### src/rtl/cordic_pkg.sv
package cordic_pkg;

    // Square root by Newton iteration, used only when constants are built.
    function automatic real root_r(input real v);
        real g;
        g = (v > 1.0) ? v : 1.0;
        for (int k = 0; k < 40; k++) begin
            g = 0.5 * (g + v / g);
        end
        return g;
    endfunction

    // Product of 1/sqrt(1 + 2^-2i) over all stages.
    function automatic real gain_r(input int n_stages);
        real acc;
        real p;
        acc = 1.0;
        p   = 1.0;
        for (int i = 0; i < n_stages; i++) begin
            acc = acc / root_r(1.0 + p * p);
            p   = p * 0.5;
        end
        return acc;
    endfunction

    // arctan(2^-i) in radians; power series for i >= 1 where x <= 0.5.
    function automatic real atan_pow2_r(input int i);
        real x;
        real term;
        real sum;
        if (i == 0) begin
            return 0.78539816339744831;
        end
        x = 1.0;
        for (int k = 0; k < i; k++) begin
            x = x * 0.5;
        end
        sum  = 0.0;
        term = x;
        for (int k = 0; k < 40; k++) begin
            if ((k % 2) == 0) begin
                sum = sum + term / real'(2 * k + 1);
            end else begin
                sum = sum - term / real'(2 * k + 1);
            end
            term = term * x * x;
        end
        return sum;
    endfunction

    // Round a non-negative real to an integer with frac fraction bits.
    function automatic int to_fixed(input real v, input int frac);
        real s;
        s = v;
        for (int k = 0; k < frac; k++) begin
            s = s * 2.0;
        end
        return $rtoi(s + 0.5);
    endfunction

endpackage

### src/rtl/cordic_seed.sv
module cordic_seed #(
    parameter int DW    = 16,
    parameter int GUARD = 3,
    parameter int IW    = DW + GUARD,
    parameter int X0    = 0
) (
    input  logic                 vld_i,
    input  logic [DW-1:0]        ang_i,
    output logic                 vld_o,
    output logic signed [IW-1:0] x_o,
    output logic signed [IW-1:0] y_o,
    output logic signed [IW-1:0] z_o
);
    localparam logic signed [IW-1:0] X_INIT = IW'(X0);

    always_comb begin
        vld_o = vld_i;
        x_o   = X_INIT;
        y_o   = '0;
        z_o   = {ang_i, {GUARD{1'b0}}};
    end
endmodule

### src/rtl/cordic_stage.sv
module cordic_stage #(
    parameter int IW     = 19,
    parameter int SHIFT  = 0,
    parameter int ATAN_C = 0
) (
    input  logic                 clk,
    input  logic                 rst,
    input  logic                 vld_i,
    input  logic signed [IW-1:0] x_i,
    input  logic signed [IW-1:0] y_i,
    input  logic signed [IW-1:0] z_i,
    output logic                 vld_o,
    output logic signed [IW-1:0] x_o,
    output logic signed [IW-1:0] y_o,
    output logic signed [IW-1:0] z_o
);
    localparam logic signed [IW-1:0] ANG = IW'(ATAN_C);

    typedef struct packed {
        logic                 vld;
        logic signed [IW-1:0] x;
        logic signed [IW-1:0] y;
        logic signed [IW-1:0] z;
    } lane_t;

    lane_t st_d;
    lane_t st_q;
    logic signed [IW-1:0] xs;
    logic signed [IW-1:0] ys;

    always_comb begin
        xs      = x_i >>> SHIFT;
        ys      = y_i >>> SHIFT;
        st_d.vld = vld_i;
        if (z_i[IW-1]) begin
            // residual negative: rotate clockwise
            st_d.x = x_i + ys;
            st_d.y = y_i - xs;
            st_d.z = z_i + ANG;
        end else begin
            st_d.x = x_i - ys;
            st_d.y = y_i + xs;
            st_d.z = z_i - ANG;
        end
    end

    always_ff @(posedge clk) begin
        if (rst) begin
            st_q <= '0;
        end else begin
            st_q <= st_d;
        end
    end

    assign vld_o = st_q.vld;
    assign x_o   = st_q.x;
    assign y_o   = st_q.y;
    assign z_o   = st_q.z;
endmodule

### src/rtl/cordic_trim.sv
module cordic_trim #(
    parameter int DW    = 16,
    parameter int GUARD = 3,
    parameter int IW    = DW + GUARD
) (
    input  logic                 vld_i,
    input  logic signed [IW-1:0] x_i,
    input  logic signed [IW-1:0] y_i,
    output logic                 vld_o,
    output logic signed [DW-1:0] cos_o,
    output logic signed [DW-1:0] sin_o
);
    always_comb begin
        vld_o = vld_i;
        cos_o = x_i[IW-1:GUARD];
        sin_o = y_i[IW-1:GUARD];
    end
endmodule

### src/rtl/cordic_rotator_pipe.sv
module cordic_rotator_pipe #(
    parameter int DW     = 16,
    parameter int STAGES = 14,
    parameter int GUARD  = 3
) (
    input  logic                 clk,
    input  logic                 rst,
    input  logic                 in_vld,
    input  logic [DW-1:0]        in_ang,
    output logic                 out_vld,
    output logic signed [DW-1:0] out_cos,
    output logic signed [DW-1:0] out_sin
);
    localparam int IW    = DW + GUARD;
    localparam int FRACW = DW - 2 + GUARD;
    localparam int X0    = cordic_pkg::to_fixed(cordic_pkg::gain_r(STAGES), FRACW);

    logic                 vld_c [STAGES+1];
    logic signed [IW-1:0] x_c   [STAGES+1];
    logic signed [IW-1:0] y_c   [STAGES+1];
    logic signed [IW-1:0] z_c   [STAGES+1];

    cordic_seed #(.DW(DW), .GUARD(GUARD), .IW(IW), .X0(X0)) seed_i (
        .vld_i (in_vld),
        .ang_i (in_ang),
        .vld_o (vld_c[0]),
        .x_o   (x_c[0]),
        .y_o   (y_c[0]),
        .z_o   (z_c[0])
    );

    for (genvar i = 0; i < STAGES; i++) begin : g_stage
        localparam int ATAN_I = cordic_pkg::to_fixed(cordic_pkg::atan_pow2_r(i), FRACW);
        cordic_stage #(.IW(IW), .SHIFT(i), .ATAN_C(ATAN_I)) stage_i (
            .clk   (clk),
            .rst   (rst),
            .vld_i (vld_c[i]),
            .x_i   (x_c[i]),
            .y_i   (y_c[i]),
            .z_i   (z_c[i]),
            .vld_o (vld_c[i+1]),
            .x_o   (x_c[i+1]),
            .y_o   (y_c[i+1]),
            .z_o   (z_c[i+1])
        );
    end

    cordic_trim #(.DW(DW), .GUARD(GUARD), .IW(IW)) trim_i (
        .vld_i (vld_c[STAGES]),
        .x_i   (x_c[STAGES]),
        .y_i   (y_c[STAGES]),
        .vld_o (out_vld),
        .cos_o (out_cos),
        .sin_o (out_sin)
    );
endmodule

### config.mk
export PLATFORM = sky130hd
export DESIGN_NAME = cordic_rotator_pipe
export DESIGN_NICKNAME = d
export VERILOG_FILES = /design/src/rtl/cordic_pkg.sv /design/src/rtl/cordic_seed.sv /design/src/rtl/cordic_stage.sv /design/src/rtl/cordic_trim.sv /design/src/rtl/cordic_rotator_pipe.sv
export SDC_FILE = /design/constraint.sdc
export NUM_CORES = 2
export LEC_CHECK = 0
export BUFFER_PORTS_ARGS = -buffer_cell sky130_fd_sc_hd__buf_2
export CORE_ASPECT_RATIO = 0.75
export CORE_UTILIZATION = 60
export CTS_CLUSTER_SIZE = 20
export DETAILED_ROUTE_END_ITERATION = 6
export PLACE_DENSITY = 0.76
export SLEW_MARGIN = 20
export SYNTH_ARGS = -nofsm -noshare
export SYNTH_HDL_FRONTEND = slang
export SYNTH_SLANG_ARGS = --single-unit
### constraint.sdc
create_clock -name clk -period 9.3 [get_ports clk]
set_input_delay 0.465 -clock clk [delete_from_list [all_inputs] [get_ports clk]]
set_output_delay 0.465 -clock clk [all_outputs]
set_load 0.01 [all_outputs]
==> summary.txt <==
Clock tree
  • Clock Sinks: 693
  • CTS buffer count: 74
  • Clock Root Buffer: clkbuf_16
  • Htree depth: 3
  • CTS tree: built
  • Clk buf depth: 3
  • PostCTS Resize Cnt: 0
  • Worst skew pair latency: 650 ps
  • Clk slew on worst S/H paths: 60 ps

Floorplan
  • Die X: around 340 µm
  • Die area: around 0.087 mm²
  • Core Footprint: approximately 0.084 mm²
  • I/O pin total: 52
  • Num rows: around 90
  • Die height: about 260 µm
  • Starting density of the core: about three fifths

GRT
  • Congestion Overflow GR: 0
  • Global Route Usage Sum: between 30% and 40%
  • Largest net degree at the start of global routing: between 150 and 200
  • Vias in the first global route: around 41k
  • First-pass GRT wire length: 218000 µm
  • Antenna violations before repair: 0

Worst setup path
  • WP buf/inv: 0
  • Worst r2r dst: g_stage[3].stage_i.y_o[15]
  • Reg2Reg Depth: 11
  • CP Capture Type: flip-flop
  • Cell mode on critical path: a21oi_1
  • Slowest-stage cell, CP: a311oi_1
  • Crit path cell chain: nor2_1, nor4b_1, nor2b_1, a21oi_1, xnor2_1, ha_1, and3_1, a311oi_1, a21oi_1, o21a_1, o211ai_1
  • WP data arrival: between 4000 and 5000 ps
  • Worst reg2reg startpoint: g_stage[2].stage_i.x_o[5]
  • Top delay family on crit path: compound AO/OA/AOI/OAI gates
  • Crit Path Max Fanout: 7
  • Worst setup SP type: flip-flop
  • Required time worst endpoint: roughly 10000 ps
  • R2R setup slack: around 5200 ps
  • CP peak stage delay: around 900 ps
  • Critical path class: flip-flop to flip-flop

Detailed routing
  • Vias per cell: 6.08
  • Iter 0 DRT Violations: ~4.4k
  • Drt total wl: approximately 140000 µm
  • DR WL/cell: around 19 µm
  • DRT antenna net count: 0
  • Drc violations: 0
  • Drt pass-1 iters: 6
  • Routed vias: ~45k

Cells and area
  • Filler cell count: 7207
  • Multi-input gate area: ~0.036 mm²
  • Area growth from synthesis to layout: 7.60%
  • Reg area: 0.0139 mm²
  • Commonest non-fill, non-tap cells in the layout: 847 x nor2_1, 693 x dfxtp_1, 663 x ha_1, 515 x a21oi_1, 361 x xnor2_1
  • Layout Nets: ~7k
  • Share of post-route cells with drive strength above 1: between 4 and 5%
  • Commonest non-fill, non-tap cell in the layout: nor2_1

Synth
  • Synth cell types: 93
  • Synthesized instance count: ~6.2k
  • Synth Area per Inst: 8.28 µm²
  • Syn Nets: just under 7k
  • Seq/Total Area, Yosys: roughly 27%
  • Yosys warns: 0
  • Synth Register Bits: 693
  • Synthesized area: roughly 0.05 mm²
  • Commonest register cell after synthesis: dfxtp_1
  • Asr flop ratio synth: 0%
  • Number of synthesized flops with an enable pin: 0

Timing
  • Final min period: approximately 4100 ps
  • Final period utilization: 43.9%
  • Setup Total Neg Slack: 0 ps
  • Final hold slack: around 38 ps
  • Final setup fails: 0
  • Final Max Tran Viols: 0
  • Final hold violations: 0
  • Slew @ Worst Pin: between 1000 and 1500 ps
  • RSZ-0062 raised after global routing: false
  • Worst Skew: 27.6 ps
  • Fmax achieved: about 0.25 GHz
  • Worst slew margin: a little under a third

Placement
  • IO Port Bufs: just over 50
  • Final GP Congestion: 0.972
  • DP HPWL: 105000 µm

Run status
  • Status: completed

Run
  • Number of max-cap violations: 0

Hold path
  • WHS Endpoint: g_stage[0].stage_i.vld_o
  • Hold Path Cell Cnt: 2
  • HP Class: input port to flip-flop
  • Min-delay src: in_vld
worst max-delay path by stage:
stage / from / end / slack (ps) / depth (start not counted)
floorplan: g_stage[4].stage_i.z_o[18] / g_stage[5].stage_i.y_o[15] / 5880 / 11
global placement: g_stage[3].stage_i.x_o[8] / g_stage[4].stage_i.y_o[18] / 5470 / 13
detailed placement: g_stage[1].stage_i.y_o[3] / g_stage[2].stage_i.x_o[16] / 5360 / 13
CTS: g_stage[1].stage_i.y_o[3] / g_stage[2].stage_i.x_o[16] / 5330 / 13
global route: g_stage[2].stage_i.x_o[5] / g_stage[3].stage_i.y_o[15] / 5020 / 13
finish: g_stage[2].stage_i.x_o[5] / g_stage[3].stage_i.y_o[15] / 5220 / 11
per-layer routing:
layer / vias to the layer above / part of all wire (%) / GRT usage (%)
met3: 180 / 11 / 9.31
met4: 0 / 2.0 / 7.04
met5: - / 0 / 0
met1: 20800 / 50 / 46.9
met2: 1624 / 37 / 41.8
li1: 22200 / - / -
cell families after synthesis:
family / after synthesis / share of synthesized area [%]
AND/OR/NAND/NOR: 1966 / 18.4
AO/OA/AOI/OAI: 1668 / 20.9
adder cells (fa/ha/maj): 696 / 17.4
flip-flops: 693 / 27.0
XOR/XNOR: 616 / 10.5
buffers and inverters: 447 / 3.28
multiplexers: 114 / 2.42
cells in the mapped netlist, drive strengths merged (33+ instances only):
library cell / count / area (µm²)
nand3: 97 / 485
inv: 275 / 1030
nor2b: 169 / 1060
nand2: 250 / 938
fa: 33 / 661
and3: 61 / 382
nor2: 847 / 3180
nand4: 35 / 219
mux2i: 34 / 340
nor4: 46 / 330
dfxtp: 693 / 13900
a31oi: 93 / 582
xnor2: 361 / 3160
or3: 43 / 274
clkbuf: 147 / 552
o21a: 83 / 623
o21bai: 76 / 571
a211oi: 72 / 541
nor3: 210 / 1050
xor2: 255 / 2230
a21oi: 515 / 2580
and2: 33 / 206
nand2b: 52 / 325
o21ai: 300 / 1500
mux2: 80 / 901
a21o: 232 / 1740
ha: 663 / 8300
area by class of cell:
type / instances / area share [%]
Sequential cell: 693 / 25.1
Clock inverter: 34 / 0.829
Timing Repair Buffer: 70 / 0.788
Tap cell: 1128 / 2.56
Clock buffer: 102 / 4.04
Multi-Input combinational cell: 5060 / 64.8
Inverter: 276 / 1.88
Antenna cell: 1 / 0.00453
flip-flops by register name, summed over array words and instances (netlist names):
signal                 flops
g_stage.stage_i.y_o      246
g_stage.stage_i.z_o      190
g_stage.stage_i.vld_o     14
g_stage.stage_i.x_o      243
what timing repair did:
item,in CTS,in global routing
setup buffers,0,0
endpoints found under the hold margin,1,0
hold buffers,1,0
stage by stage:
step / area (µm²) / util [%] / worst slack (ps) / std cells
floorplan: 51300 / - / 5880 / 6200
global placement: 52500 / 62.2 / 5470 / 7226
detailed placement: 52500 / 62.2 / 5360 / 7226
CTS: 55200 / 65.4 / 5330 / 7363
global route: 55200 / 65.4 / 5020 / 7363
finish: 55200 / 65.5 / 5220 / 7364
Power is left out: the tool's default activity adds up to more than one toggle a clock period on the data nets, which glitch-free logic cannot reach.
